<file path="config.mk">
export PLATFORM = sky130hd
export DESIGN_NAME = pvdev_regwin
export DESIGN_NICKNAME = d
export VERILOG_FILES = /design/src/rtl/pvdev_pkg.sv /design/src/rtl/pvdev_qbank.sv /design/src/rtl/pvdev_isr_unit.sv /design/src/rtl/pvdev_regwin.sv
export SDC_FILE = /design/constraint.sdc
export NUM_CORES = 1
export LEC_CHECK = 0
export BUFFER_PORTS_ARGS = -buffer_cell sky130_fd_sc_hd__buf_4
export CAP_MARGIN = 20
export CORE_MARGIN = 2
export CORE_UTILIZATION = 60
export CTS_BUF_LIST = sky130_fd_sc_hd__clkbuf_16
export DETAILED_ROUTE_END_ITERATION = 6
export PLACE_DENSITY = 0.86
export SLEW_MARGIN = 30
export SYNTH_ARGS = -nofsm -noshare
export SYNTH_HDL_FRONTEND = slang
export SYNTH_HIERARCHICAL = 1
export SYNTH_SLANG_ARGS = --single-unit
</file>
<file path="constraint.sdc">
create_clock -name clk -period 9.2 [get_ports clk]
set_clock_uncertainty 0.2 [all_clocks]
set_input_delay 0 -clock clk [delete_from_list [all_inputs] [get_ports clk]]
set_output_delay 0 -clock clk [all_outputs]
set_load 0.02 [all_outputs]
</file>
<file path="src/rtl/pvdev_pkg.sv">
package pvdev_pkg;
  localparam int OFF_HOSTF  = 0;
  localparam int OFF_GUEST  = 4;
  localparam int OFF_PFN    = 8;
  localparam int OFF_QSIZE  = 12;
  localparam int OFF_QSEL   = 14;
  localparam int OFF_NOTIFY = 16;
  localparam int OFF_STATUS = 18;
  localparam int OFF_ISR    = 19;
  localparam int OFF_CVEC   = 20;
  localparam int OFF_QVEC   = 22;

  localparam int CFG_BASE_PLAIN = 20;
  localparam int CFG_BASE_MSG   = 24;

  localparam int FEAT_NOTIFY_EMPTY = 24;
  localparam int FEAT_INDIRECT     = 28;
  localparam int FEAT_POISON       = 30;

  localparam logic [31:0] HOST_FIXED =
    (32'd1 << FEAT_NOTIFY_EMPTY) | (32'd1 << FEAT_INDIRECT) | (32'd1 << FEAT_POISON);

  localparam logic [15:0] NO_VEC = 16'hFFFF;
endpackage

</file>
<file path="src/rtl/pvdev_qbank.sv">
module pvdev_qbank import pvdev_pkg::*; #(
  parameter int NQ = 4,
  parameter int QW = 2
)(
  input  logic          clk,
  input  logic          rst,
  input  logic          clr,
  input  logic [QW-1:0] sel,
  input  logic          pfn_we,
  input  logic [31:0]   pfn_wd,
  input  logic          vec_we,
  input  logic [15:0]   vec_wd,
  output logic [31:0]   pfn_rd,
  output logic [15:0]   vec_rd
);
  logic [31:0] pfn_r [NQ];
  logic [15:0] vec_r [NQ];

  for (genvar q = 0; q < NQ; q++) begin : g_q
    always_ff @(posedge clk) begin
      if (rst || clr) begin
        pfn_r[q] <= '0;
        vec_r[q] <= NO_VEC;
      end else begin
        if (pfn_we && sel == QW'(q)) pfn_r[q] <= pfn_wd;
        if (vec_we && sel == QW'(q)) vec_r[q] <= vec_wd;
      end
    end
  end

  assign pfn_rd = pfn_r[sel];
  assign vec_rd = vec_r[sel];

  // a clear leaves the selected queue at its reset values
  a_r6_bank_cleared: assert property (@(posedge clk) disable iff (rst)
    clr |=> (pfn_rd == 32'd0 && vec_rd == NO_VEC));
endmodule

</file>
<file path="src/rtl/pvdev_isr_unit.sv">
module pvdev_isr_unit (
  input  logic       clk,
  input  logic       rst,
  input  logic       clr,
  input  logic [7:0] set_bits,
  input  logic       rd_clr,
  output logic [7:0] isr_q
);
  always_ff @(posedge clk) begin
    if (rst || clr) isr_q <= '0;
    else            isr_q <= (rd_clr ? 8'd0 : isr_q) | set_bits;
  end

  // a read with nothing newly set leaves the byte empty
  a_r8_read_clears: assert property (@(posedge clk) disable iff (rst)
    (rd_clr && set_bits == 8'd0) |=> (isr_q == 8'd0));
endmodule

</file>
<file path="src/rtl/pvdev_regwin.sv">
module pvdev_regwin import pvdev_pkg::*; #(
  parameter int AW   = 8,
  parameter int NQ   = 4,
  parameter int NVEC = 8
)(
  input  logic             clk,
  input  logic             rst,
  input  logic             req_valid,
  input  logic             req_write,
  input  logic [1:0]       req_size,
  input  logic [AW-1:0]    req_addr,
  input  logic [31:0]      req_wdata,
  output logic             rsp_valid,
  output logic [31:0]      rsp_rdata,
  input  logic             msg_int_en,
  input  logic [31:0]      dev_features,
  input  logic             fallback_valid,
  input  logic [31:0]      fallback_mask,
  input  logic [NQ*16-1:0] queue_sizes,
  input  logic [7:0]       intr_set,
  output logic             irq_o,
  output logic             dev_reset_o,
  output logic             doorbell_o,
  output logic [15:0]      doorbell_q,
  output logic             dcfg_valid,
  output logic             dcfg_write,
  output logic [1:0]       dcfg_size,
  output logic [AW-1:0]    dcfg_addr,
  output logic [31:0]      dcfg_wdata,
  input  logic [31:0]      dcfg_rdata
);
  localparam int QW = (NQ > 1) ? $clog2(NQ) : 1;
  localparam logic [31:0] NQ_W   = 32'(NQ);
  localparam logic [15:0] NVEC_W = 16'(NVEC);

  logic wr_en, rd_en, in_common, rst_req, clr;
  logic [AW-1:0] cfg_base;
  logic h_hostf, h_guest, h_pfn, h_qsize, h_qsel, h_notify, h_status, h_isr, h_cvec, h_qvec;

  logic [31:0]   guest_q;
  logic [QW-1:0] qsel_q;
  logic [7:0]    status_q;
  logic [15:0]   cvec_q;
  logic [7:0]    isr_q;
  logic [31:0]   pfn_rd;
  logic [15:0]   vec_rd;
  logic [31:0]   rd_mux;
  logic [15:0]   qsz [NQ];

  assign wr_en     = req_valid &  req_write;
  assign rd_en     = req_valid & ~req_write;
  assign cfg_base  = msg_int_en ? AW'(CFG_BASE_MSG) : AW'(CFG_BASE_PLAIN);
  assign in_common = req_addr < cfg_base;

  assign h_hostf  = in_common && req_addr == AW'(OFF_HOSTF);
  assign h_guest  = in_common && req_addr == AW'(OFF_GUEST);
  assign h_pfn    = in_common && req_addr == AW'(OFF_PFN);
  assign h_qsize  = in_common && req_addr == AW'(OFF_QSIZE);
  assign h_qsel   = in_common && req_addr == AW'(OFF_QSEL);
  assign h_notify = in_common && req_addr == AW'(OFF_NOTIFY);
  assign h_status = in_common && req_addr == AW'(OFF_STATUS);
  assign h_isr    = in_common && req_addr == AW'(OFF_ISR);
  assign h_cvec   = in_common && req_addr == AW'(OFF_CVEC);
  assign h_qvec   = in_common && req_addr == AW'(OFF_QVEC);

  assign rst_req = wr_en && ((h_pfn && req_wdata == 32'd0) ||
                             (h_status && req_wdata[7:0] == 8'd0));
  assign clr = rst_req;

  function automatic logic [15:0] vclamp(input logic [15:0] v);
    return (v < NVEC_W) ? v : NO_VEC;
  endfunction

  for (genvar q = 0; q < NQ; q++) begin : g_qsz
    assign qsz[q] = queue_sizes[q*16 +: 16];
  end

  pvdev_qbank #(.NQ(NQ), .QW(QW)) u_bank (
    .clk    (clk),
    .rst    (rst),
    .clr    (clr),
    .sel    (qsel_q),
    .pfn_we (wr_en && h_pfn && req_wdata != 32'd0),
    .pfn_wd (req_wdata),
    .vec_we (wr_en && h_qvec),
    .vec_wd (vclamp(req_wdata[15:0])),
    .pfn_rd (pfn_rd),
    .vec_rd (vec_rd)
  );

  pvdev_isr_unit u_isr (
    .clk      (clk),
    .rst      (rst),
    .clr      (clr),
    .set_bits (intr_set),
    .rd_clr   (rd_en && h_isr),
    .isr_q    (isr_q)
  );

  always_ff @(posedge clk) begin
    if (rst || clr) begin
      guest_q  <= '0;
      qsel_q   <= '0;
      status_q <= '0;
      cvec_q   <= NO_VEC;
    end else if (wr_en) begin
      if (h_guest)
        guest_q <= req_wdata[FEAT_POISON] ? (fallback_valid ? fallback_mask : 32'd0) : req_wdata;
      if (h_qsel && req_wdata < NQ_W) qsel_q <= req_wdata[QW-1:0];
      if (h_status) status_q <= req_wdata[7:0];
      if (h_cvec)   cvec_q   <= vclamp(req_wdata[15:0]);
    end
  end

  always_comb begin
    rd_mux = '1;
    if (!in_common)    rd_mux = dcfg_rdata;
    else if (h_hostf)  rd_mux = dev_features | HOST_FIXED;
    else if (h_guest)  rd_mux = guest_q;
    else if (h_pfn)    rd_mux = pfn_rd;
    else if (h_qsize)  rd_mux = {16'd0, qsz[qsel_q]};
    else if (h_qsel)   rd_mux = 32'(qsel_q);
    else if (h_status) rd_mux = {24'd0, status_q};
    else if (h_isr)    rd_mux = {24'd0, isr_q};
    else if (h_cvec)   rd_mux = {16'd0, cvec_q};
    else if (h_qvec)   rd_mux = {16'd0, vec_rd};
  end

  always_ff @(posedge clk) begin
    if (rst) begin
      rsp_valid   <= 1'b0;
      rsp_rdata   <= '0;
      dev_reset_o <= 1'b0;
      doorbell_o  <= 1'b0;
      doorbell_q  <= '0;
    end else begin
      rsp_valid   <= rd_en;
      rsp_rdata   <= rd_mux;
      dev_reset_o <= rst_req;
      doorbell_o  <= wr_en && h_notify;
      if (wr_en && h_notify) doorbell_q <= req_wdata[15:0];
    end
  end

  assign irq_o      = isr_q[0] & ~msg_int_en;
  assign dcfg_valid = req_valid & ~in_common;
  assign dcfg_write = req_write;
  assign dcfg_size  = req_size;
  assign dcfg_addr  = req_addr - cfg_base;
  assign dcfg_wdata = req_wdata;

  // the reset pulse coincides with the cleared state
  a_r7_reset_state: assert property (@(posedge clk) disable iff (rst)
    dev_reset_o |-> (status_q == 8'd0 && qsel_q == '0 && guest_q == 32'd0 && cvec_q == NO_VEC));
  // a doorbell only follows a write to the notify offset
  a_r9_doorbell_src: assert property (@(posedge clk) disable iff (rst)
    doorbell_o |-> $past(wr_en && h_notify));
  // the selection never leaves the queue range
  a_r4_qsel_range: assert property (@(posedge clk) disable iff (rst)
    32'(qsel_q) < NQ_W);
  // a response only follows a read
  a_r13_rsp_after_read: assert property (@(posedge clk) disable iff (rst)
    rsp_valid |-> $past(rd_en));
  // forwarded accesses touch no common-area side effect
  a_r12_fwd_isolated: assert property (@(posedge clk) disable iff (rst)
    (req_valid && !in_common) |=> (!doorbell_o && !dev_reset_o));
endmodule

</file>
---- Word level (Yosys, flattened, before mapping) ----
Memories as Yosys holds them, arrays and structs flattened. A register that Yosys moved wholly into a read port is not among the register bits.
Index checks and enable logic that the tools add are counted.
operators by class
  add/sub/neg operators ................... 1
  magnitude comparators ................... 4
  equality and inequality tests ........... 12
  multiplexer cells ....................... 56
  bitwise operators ....................... 17
  reductions and logical operators ........ 38
operator list
  operator                                                               count
  32-bit two-way mux                                                     16
  16-bit two-way mux                                                     7
  8-bit by 5-bit equality test with 1-bit output, second input constant  5
  16-bit binary-select mux with 2-bit select                             1
  32-bit logical NOT                                                     1
  32-bit by 3-bit < comparator with 1-bit output, second input constant  1
  32-bit nonzero test                                                    1
  1-bit logical AND                                                      27
  1-bit two-way mux                                                      26
  8-bit by 4-bit equality test with 1-bit output, second input constant  3
  8-bit logical NOT                                                      2
  16-bit by 4-bit < comparator with 1-bit output, second input constant  1
  8-bit by 3-bit equality test with 1-bit output, second input constant  1
  8-bit by 5-bit < comparator with 1-bit output                          1
  2-bit two-way mux                                                      4
  8-bit two-way mux                                                      1
  1-bit OR                                                               8
  8-bit OR                                                               1
  2-bit AND reduction                                                    4
  8-bit by 5-bit subtractor with 8-bit output                            1
  1-bit bitwise AND                                                      4
  2-bit equality test, second input constant                             2
  4-bit two-way mux                                                      1
  3-bit greater-or-equal comparator, second input constant               1
  other kinds (5)                                                        8
word-level totals
  register bits after elaboration ......... 117
  bits in writable memories ............... 192
  bits of input ports ..................... 216
  output and inout port bits .............. 96
  memories kept ........................... 2
memories
  name          words  bits a word  read ports  clocked after memory_dff  write ports  line               text
  u_bank.pfn_r  4      32           1           1                         4            pvdev_qbank.sv:16  logic [31:0] pfn_r [NQ];
  u_bank.vec_r  4      16           1           1                         4            pvdev_qbank.sv:17  logic [15:0] vec_r [NQ];

---- Longest topological paths before layout ----
Gate-level depths: netlist (run 1).
  depth in word-level cells ............... 13
  mapped depth ............................ 14
  gate-level depth less buffers ........... 9

---- Cells and area by module ----
Netlist (run 1), hierarchy kept.
modules (own cells, without submodules)
  module          times used  cells an instance  area each (um^2)  sequential area each (um^2)
  pvdev_qbank     1           516                8567.0            5765.5
  pvdev_regwin    1           792                6612.6            2182.1
  pvdev_isr_unit  1           34                 327.8             160.2

---- Worst setup path after synthesis (run 1) ----
No wires, ideal clock.
  path type ............................... input-to-reg
  start ................................... input req_addr[2]
  end ..................................... memory u_bank.pfn_r[0][0], enable pin
  setup time .............................. 0.388 ns
  arrival ................................. 2.981 ns
  required time ........................... 8.612 ns
  path slack .............................. 5.631 ns
  stages .................................. 13
  path buffers ............................ 4
  path through ............................ buf_2 -> inv_1 -> ha_1 -> fa_1 -> nand4b_1 -> nor4_4 -> buf_6 -> and4b_1 -> a21o_1 -> buf_2 -> or2_2 -> clkbuf_1 -> a21o_1
RTL lines
  element             line                text
  start: declaration  pvdev_regwin.sv:11  input logic [AW-1:0] req_addr,
  end: declaration    pvdev_qbank.sv:16

==> impl_metrics.yaml, run 1 <==
clock_network:
  clk_path_buf_depth: 3
  clkLatencyLatePin_ns: 0.51
  cts.sinks: 309
  numCtsBuffers: 34
  cts_root_buf: "clkbuf_16"
  post_cts_buffers: 0
  cts_tree: "yes"
  path_clk_slew_ns: 0.06
  cts-htree-levels: 2
synthesis:
  synth_seq_cells: 309
  synth_compound_area_share_pct: 11.0
  yosys_warnings: 6
  ys_async_sr_fraction_pct: 0
  synth_top_family_by_area: "simple AND/OR/NAND/NOR gates"
  yosys.area_share.adder_pct: 0.290
  avgSynthCellArea_sq_um: 11.6
  synthXorXnorAreaFrac_pct: 0.226
  ys.flop_type: "edfxtp_1"
  synth_cells: 1342
  synth-simple-area-share_pct: 19.0
  synthMuxAreaShare_pct: 11.2
  syn-num-nets: 1561
  synth.cell_area_sq_mm: 0.0155
  ys_seq_area_share_pct: 52.3
  synth_cell_types: 70
  synth_edf_count: 192
global_route:
  grt_util_met2_pct: 63.0
  grt_busiest_layer: "met2"
  met3_usage_pct: 14.4
  grt_overflow_total: 0
  antenna_found_initial: 11
  grt_pass1_vias: 13800
  grt_use_met1_pct: 49.9
  grt_max_degree: 129
  grt_pass1_wl_um: 82400
  grt_use_total_pct: 41.2
outcome:
  outcome: "finished clean"
job:
  drv_cap: 0
critical_path:
  cp_cell_sequence: "dlygate4sd3_1 > buf_4 > inv_1 > fa_1 > nand4b_1 > buf_4 > nor4_4 > and4b_1 > a21o_1 > buf_4 > or2_2 > a21o_1 > buf_4"
  worstPathRequired_ns: 9.17
  arrival_ns: 4.75
  slowest_stage: "nor4_4"
  path_buf_inv: 6
  path_common_cell: "buf_4"
  path_class: "primary input to flop"
  critPathTopFamily: "buffers and inverters"
  slowest_delay_ns: 0.78
  crit_path_max_fanout: 28
  cp-start-kind: "primary input"
  setup.worst_path.end_class: "flop"
route:
  drc: 0
  dr.pass1.iters: 6
  vias: 14200
  drt_iter0_markers: 2393
  routed_wl_um: 56600
  postRouteAntennaNets: 0
  viasPerCell: 6.83
  detail_route.wl_per_cell_um: 27.2
die:
  rows: 58
  die_w_um: 165
  io_pins: 312
  die_y_um: 165
  die_area_sq_mm: 0.0271
  start_util_pct: 61.4
  core_sq_mm: 0.0253
power_and_ir_drop:
  leakage_uw: 0.00813
  powerDensity_mw_per_mm2: 158
  peakVddDrop_v: 0.000137
  finalPower_uw: 3230
layout:
  final_cell_mix: "327 x buf_4, 192 x edfxtp_1, 172 x dlygate4sd3_1"
  layout_commonest_cell: "buf_4"
  syn2layout_area_growth_pct: 31.4
  drive_gt1_share_pct: 29.0
  seq_area_sq_mm: 0.00812
  multiInputGateArea_sq_mm: 0.00652
  n_fill_cell: 1308
  nets: 1942
place:
  port_buffers: 304
  post-dp-hpwl_um: 32900
  pre_cts_ws_ns: 4.63
  place_congestion: 0.916
sta:
  rsz0062_at_grt: "no"
  maxSlewHeadroom_pct: 34.1
  worst_pin_slew_ns: 0.989
  finalCritPeriodShare_pct: 52.0
  fin_ws_ns: 4.42
  final-hold-violation-count: 0
  fin_tns_setup_ns: 0
  period_minus_slack_ns: 4.78
  worst_hold_slack_ns: 0.0816
  fmax_mhz: 209
  drv_slew: 0
  setup-violations-final: 0
worst_hold_path:
  hold_path.class: "primary input to flop"
-- report_power, final --
group / total [uW] / switching [uW] / internal (uW)
sequential: 1530 / 17.7 / 1510
clock: 1310 / 560 / 748
combinational: 389 / 206 / 184
-- flip-flops by register name, summed over array words and instances, names as in the netlist --
name          cells
rsp_valid         1
guest_q          32
u_bank/vec_r     64
rsp_rdata        32
dev_reset_o       1
status_q          8
cvec_q           16
doorbell_o        1
u_isr/isr_q       8
doorbell_q       16
qsel_q            2
u_bank/pfn_r    128
-- per-layer routing --
layer	wire length [um]	up-vias
met2	25400	1395
met3	8510	353
li1	-	5759
met1	18400	6685
met5	74	-
met4	4210	10
-- path summary, 6_finish.rpt --
path | endpoint | slack (ns) | startpoint | depth (start not counted)
worst max-delay path | u_bank/pfn_r[1][6] | 4.42 | req_addr[3] | 13
worst max register to register | rsp_rdata[6] | 4.56 | qsel_q[0] | 8
worst min-delay path | doorbell_o | 0.08 | req_addr[2] | 4
worst min register to register | doorbell_q[7] | 0.25 | doorbell_q[7] | 2
-- worst reg2reg max path, cell delays in order (launching register included) --
cell and delay [ns]:
dfxtp_4 0.70, buf_4 0.43, buf_16 0.30, mux4_2 0.65, o22ai_1 0.77, a211o_1 0.25
dlygate4sd3_1 0.57, a31oi_1 0.05, dlygate4sd3_1 0.60
-- Yosys cell counts (12+ instances only) --
cell type | n | area [sq um]
edfxtp_1 | 192 | 5770
nand2_1 | 146 | 548
and3_1 | 128 | 801
dfxtp_1 | 117 | 2340
nor2_1 | 84 | 315
a21oi_1 | 78 | 390
mux4_2 | 64 | 1440
clkbuf_1 | 58 | 218
buf_4 | 47 | 353
a211oi_1 | 41 | 308
buf_2 | 38 | 190
nor2b_1 | 36 | 225
o21ai_0 | 34 | 170
o22ai_1 | 25 | 156
inv_1 | 18 | 67.6
mux2i_1 | 15 | 150
nand2b_1 | 15 | 93.8
a21o_1 | 14 | 105
a22oi_1 | 14 | 105
a22o_1 | 13 | 114
mux2_2 | 13 | 146
nand4b_1 | 13 | 114
nor4_1 | 12 | 75.1
-- cell families after synthesis --
| group | Yosys count |
|---|---|
| buffers and inverters | 173 |
| adder cells (fa/ha/maj) | 3 |
| XOR/XNOR | 4 |
| multiplexers | 92 |
| AND/OR/NAND/NOR | 499 |
| AO/OA/AOI/OAI | 262 |
| flip-flops | 309 |
-- timing repair --
action / 4_1_cts / 5_1_grt
hold buffers: 172 / 0
gates resized for setup: 0 / 0
hold endpoints to repair: 310 / 0
-- metrics by stage --
step / area, sq um / std cells / util (%)
2_1_floorplan: 15500 / 1342 / -
3_3_place_gp: 17500 / 1842 / 69.5
3_5_place_dp: 17600 / 1844 / 69.5
4_1_cts: 20300 / 2075 / 80.5
5_1_grt: 20400 / 2077 / 80.7
6_report: 20400 / 2080 / 80.7
-- final cells by class --
type                       instances  area share (%)
sequential                       309            39.8
multi-input combinational        860            32.0
timing repair buffer             500            20.6
clock buffer                      35            4.30
tap                              330            2.03
clock inverter                    24           0.829
inverter                          18           0.332
antenna                            4          0.0491
(Power assumes the default switching activity.)
==> run 2, diff against run 1 <==
--- a/config.mk
+++ b/config.mk
@@ -8,10 +8,10 @@
 export BUFFER_PORTS_ARGS = -buffer_cell sky130_fd_sc_hd__buf_4
 export CAP_MARGIN = 20
 export CORE_MARGIN = 2
-export CORE_UTILIZATION = 60
+export CORE_UTILIZATION = 50
 export CTS_BUF_LIST = sky130_fd_sc_hd__clkbuf_16
 export DETAILED_ROUTE_END_ITERATION = 6
-export PLACE_DENSITY = 0.86
+export PLACE_DENSITY = 0.77
 export SLEW_MARGIN = 30
 export SYNTH_ARGS = -nofsm -noshare
 export SYNTH_HDL_FRONTEND = slang
==> constraint.sdc (replaced) <==
create_clock -name clk -period 4.3 [get_ports clk]
set_clock_uncertainty 0.2 [all_clocks]
set_input_delay 0 -clock clk [delete_from_list [all_inputs] [get_ports clk]]
set_output_delay 0 -clock clk [all_outputs]
set_load 0.02 [all_outputs]
==> impl_metrics.yaml, run 2 (synthesized netlist as in run 1, its figures left out) <==
power_and_ir_drop:
  leakage_uw: 0.00841
  p_switching_uw: 1620
  p_int_uw: 5140
  peakVddDrop_v: 0.000311
  powerDensity_mw_per_mm2: 322
  seqPwrFrac_pct: 48.3
  pwr-share-clk_pct: 39.4
  sw_frac_of_total_pct: 23.9
  p_comb_share_pct: 12.3
clock_network:
  post_cts_buffers: 0
  clk_path_buf_depth: 3
  cts_root_buf: "clkbuf_16"
  cts.sinks: 309
  path_clk_slew_ns: 0.06
  numCtsBuffers: 31
  cts-htree-levels: 1
  cts_tree: "yes"
  clkLatencyLatePin_ns: 0.57
sta:
  drv_slew: 0
  period_minus_slack_ns: 3.75
  maxSlewHeadroom_pct: 39.2
  fmax_mhz: 266
  finalCritPeriodShare_pct: 87.3
  fin_ws_ns: 0.546
  worst_pin_slew_ns: 0.910
  fin_tns_setup_ns: 0
  rsz0062_at_grt: "no"
  setup-violations-final: 0
  worst_hold_slack_ns: 0.0106
  final-hold-violation-count: 0
critical_path:
  crit_path_max_fanout: 18
  path_class: "primary input to flop"
  cp-start-kind: "primary input"
  arrival_ns: 4.01
  setup.worst_path.end_class: "flop"
  worstPathRequired_ns: 4.55
layout:
  nets: 2003
  reg_top3: "u_bank/pfn_r x128, u_bank/vec_r x64"
  instances_no_fill: 2207
  top_register: "u_bank/pfn_r"
  finalInstanceArea_sq_mm: 0.0210
  final_cell_mix: "345 x buf_4, 215 x dlygate4sd3_1, 192 x edfxtp_1"
  syn2layout_area_growth_pct: 35.4
  layout_commonest_cell: "buf_4"
  largest_register_ff_count: 128
  drive_gt1_share_pct: 28.9
route:
  dr.pass1.iters: 6
  detail_route.wl_per_cell_um: 23.9
  postRouteAntennaNets: 0
  viasPerCell: 6.17
  routed_wl_um: 52700
  drt_iter0_markers: 1943
  drc: 0
  vias: 13600
die:
  io_pins: 312
  die_w_um: 180
  die_y_um: 180
  start_util_pct: 50.7
  die_area_sq_mm: 0.0324
  core_sq_mm: 0.0306
  rows: 64
global_route:
  grt_overflow_total: 0
  antenna_found_initial: 2
  grt_max_degree: 129
  grt_pass1_vias: 13600
  grt_pass1_wl_um: 79500
  grt_use_total_pct: 31.5
place:
  place_area_sq_mm: 0.0178
  placed_cells: 1932
  post-dp-hpwl_um: 33300
  port_buffers: 304
  place_congestion: 0.922
  pre_cts_ws_ns: 0.710
worst_hold_path:
  hold_path.class: "primary input to flop"
outcome:
  outcome: "finished clean"
job:
  drv_cap: 0
-- run 2: repair_timing --
item	4_1_cts	5_1_grt
hold buffers	215	0
gates resized for setup	0	0
hold endpoints to repair	298	0
-- run 2: area by class of cell --
type | instances | area (sq um)
tap | 396 | 495
antenna | 2 | 5.00
multi-input combinational | 860 | 6510
sequential | 309 | 8110
fill | 2053 | 9600
clock inverter | 27 | 218
timing repair buffer | 564 | 4800
inverter | 18 | 67.6
clock buffer | 31 | 776
-- run 2: path summary, 6_finish.rpt --
path                 from        endpoint  slack [ns]  cells after the start
min reg2reg   guest_q[30]     guest_q[30]        0.29                      2
min           req_addr[7]   rsp_rdata[24]        0.01                      5
max          req_wdata[3]  u_isr/isr_q[1]        0.55                     12
max reg2reg     qsel_q[0]    rsp_rdata[7]        0.66                      7
-- run 2: layer usage --
layer,vias up,wire [um],track usage [%]
met5,-,0,0
met4,0,2290,13.4
met3,179,5660,5.48
met2,982,25300,52.5
met1,6564,19500,40.7
li1,5892,-,-
-- run 2: metrics by stage --
stage	util, %	total power [uW]
finish	68.6	6760
global route	68.6	6930
CTS	68.5	6730
detailed placement	58.3	3970
global placement	58.3	3960
floorplan	-	3630
-- run 2: power groups by stage --
stage          Clock (uW)  Sequential (uW)  Combinational, uW
2_1_floorplan           0             3340                285
3_3_place_gp            0             3320                639
3_5_place_dp            0             3320                644
4_1_cts              2670             3260                801
5_1_grt              2790             3270                868
6_report             2660             3260                833
-- run 2: critical path, stage by stage --
cell and delay (ns):
dlygate4sd3_1 0.56, buf_4 0.20, nor4_4 0.27, buf_4 0.25, nand4b_2 0.16, buf_4 0.21
nor4_2 0.53, a21o_1 0.27, buf_4 0.40, or2_1 0.50, a21oi_2 0.06, dlygate4sd3_1 0.59
==> run 3, diff against run 2 <==
--- a/config.mk
+++ b/config.mk
@@ -11,7 +11,8 @@
 export CORE_UTILIZATION = 50
 export CTS_BUF_LIST = sky130_fd_sc_hd__clkbuf_16
 export DETAILED_ROUTE_END_ITERATION = 6
-export PLACE_DENSITY = 0.77
+export PLACE_DENSITY = 0.89
+export RECOVER_POWER = 50
 export SLEW_MARGIN = 30
 export SYNTH_ARGS = -nofsm -noshare
 export SYNTH_HDL_FRONTEND = slang
==> impl_metrics.yaml, run 3 (synthesized netlist as in run 1, its figures left out) <==
place:
  place_congestion: 0.934
  post-dp-hpwl_um: 33200
  port_buffers: 304
die:
  start_util_pct: 50.7
  die_area_sq_mm: 0.0324
  die_w_um: 180
  rows: 64
  die_y_um: 180
  core_sq_mm: 0.0306
  io_pins: 312
sta:
  final-hold-violation-count: 0
  finalCritPeriodShare_pct: 93.1
  drv_slew: 83
  rsz0062_at_grt: "no"
  worst_pin_slew_ns: 1.80
  worst_hold_slack_ns: 0.0578
  maxSlewHeadroom_pct: -20.7
  setup-violations-final: 0
  fin_tns_setup_ns: 0
  period_minus_slack_ns: 4.00
  fmax_mhz: 250
global_route:
  antenna_found_initial: 4
  grt_max_degree: 129
  grt_pass1_vias: 14200
  grt_pass1_wl_um: 84000
  grt_overflow_total: 0
  grt_use_total_pct: 33.5
outcome:
  outcome: "finished with violations"
  violations: "DRC, capacitance limit, slew limit"
route:
  routed_wl_um: 56900
  vias: 14300
  dr.pass1.iters: 7
  drt_iter0_markers: 2488
  postRouteAntennaNets: 0
  detail_route.wl_per_cell_um: 26.1
  drc: 4
  viasPerCell: 6.54
critical_path:
  slowest_delay_ns: 0.62
  crit_path_max_fanout: 43
  cp-start-kind: "primary input"
  path_common_cell: "dlygate4sd3_1"
  slowest_stage: "dlygate4sd3_1"
  cp_cell_sequence: "dlygate4sd3_1 > buf_4 > nor3_1 > nand4_2 > nor2_4 > buf_4 > nand4_1 > dlygate4sd3_1 > a21oi_1 > dlygate4sd3_1"
  path_buf_inv: 5
  path_class: "primary input to flop"
  setup.worst_path.end_class: "flop"
  worstPathRequired_ns: 4.58
  arrival_ns: 4.28
  critPathTopFamily: "buffers and inverters"
power_and_ir_drop:
  peakVddDrop_v: 0.000265
  leakage_uw: 0.00792
  powerDensity_mw_per_mm2: 336
layout:
  layout_commonest_cell: "buf_4"
  syn2layout_area_growth_pct: 30.0
  top_register: "u_bank/pfn_r"
  reg_top3: "u_bank/pfn_r x128, u_bank/vec_r x64"
  largest_register_ff_count: 128
  final_cell_mix: "247 x buf_4, 192 x edfxtp_1, 188 x dlygate4sd3_1"
  nets: 1977
  drive_gt1_share_pct: 23.3
clock_network:
  cts-htree-levels: 2
  cts_root_buf: "clkbuf_16"
  numCtsBuffers: 34
  cts.sinks: 309
  cts_tree: "yes"
  clk_path_buf_depth: 3
  clkLatencyLatePin_ns: 0.54
  path_clk_slew_ns: 0.06
worst_hold_path:
  hold_path.class: "primary input to flop"
job:
  drv_cap: 2
==> run 3: cell count changes in the layout (fill, tap and decap cells not counted), moves of 3 or more <==
cell | before | now
clkbuf_1 | 0 | 90
clkinv_1 | 6 | 3
nor4b_4 | 10 | 0
clkinv_2 | 6 | 3
bufinv_16 | 3 | 0
clkbuf_16 | 31 | 35
buf_4 | 345 | 247
nor4b_1 | 6 | 16
inv_1 | 26 | 30
clkbuf_2 | 0 | 8
dlygate4sd3_1 | 215 | 188
==> run 3: what timing repair did <==
item,CTS,global route
buffers inserted,0,0
hold endpoints to repair,293,0
gates resized for setup,0,0
hold buffers,188,0
==> run 3: worst reg2reg max path, stage by stage (launching register included) <==
cell	delay, ns
dfxtp_2	0.93
clkbuf_2	0.59
mux4_2	0.65
a22o_1	0.24
a22oi_1	0.29
a211oi_1	0.12
dlygate4sd3_1	0.63
==> run 3: through the flow <==
stage	cells	setup WS, ns	power (uW)	area (sq um)	util (%)
floorplan	1342	0.731	3630	15500	-
global placement	1929	0.696	3950	17800	58.1
detailed placement	1930	0.573	3960	17800	58.2
CTS	2178	0.492	6720	20700	67.7
global route	2179	0.128	6910	20200	65.9
finish	2180	0.295	6770	20200	65.9
==> run 3: per-layer routing <==
| layer | share of wire [%] | vias up | GRT usage [%] | wire, um |
|---|---|---|---|---|
| met1 | 34 | 6731 | 40.7 | 19300 |
| li1 | - | 5834 | - | - |
| met2 | 47 | 1398 | 54.3 | 26600 |
| met3 | 13 | 297 | 7.66 | 7240 |
| met5 | 0.019 | - | 0 | 11 |
| met4 | 6.7 | 2 | 20.5 | 3830 |
==> run 3: cell type report <==
| class | count | area, sq um |
|---|---|---|
| clock inverters | 25 | 145 |
| clock buffers | 35 | 876 |
| multi-input cells | 860 | 6310 |
| inverters | 18 | 67.6 |
| fillers | 2012 | 10400 |
| repair buffers | 535 | 4150 |
| well taps | 396 | 495 |
| flip-flops and latches | 309 | 8110 |
| diodes | 2 | 5.00 |
==> run 3: worst paths after layout <==
kind | start | end | slack [ns] | cells after the start
setup / recovery | req_addr[1] | guest_q[30] | 0.30 | 10
hold / removal | intr_set[2] | u_isr/isr_q[2] | 0.06 | 4
setup reg to reg | qsel_q[0] | rsp_rdata[12] | 0.52 | 6
hold reg to reg | cvec_q[1] | cvec_q[1] | 0.28 | 2
==> run 3: power by group <==
| part | internal (uW) | switching, uW |
|---|---|---|
| clock network | 1490 | 1240 |
| logic | 353 | 421 |
| registers | 3230 | 34.4 |
| total | 5080 | 1690 |
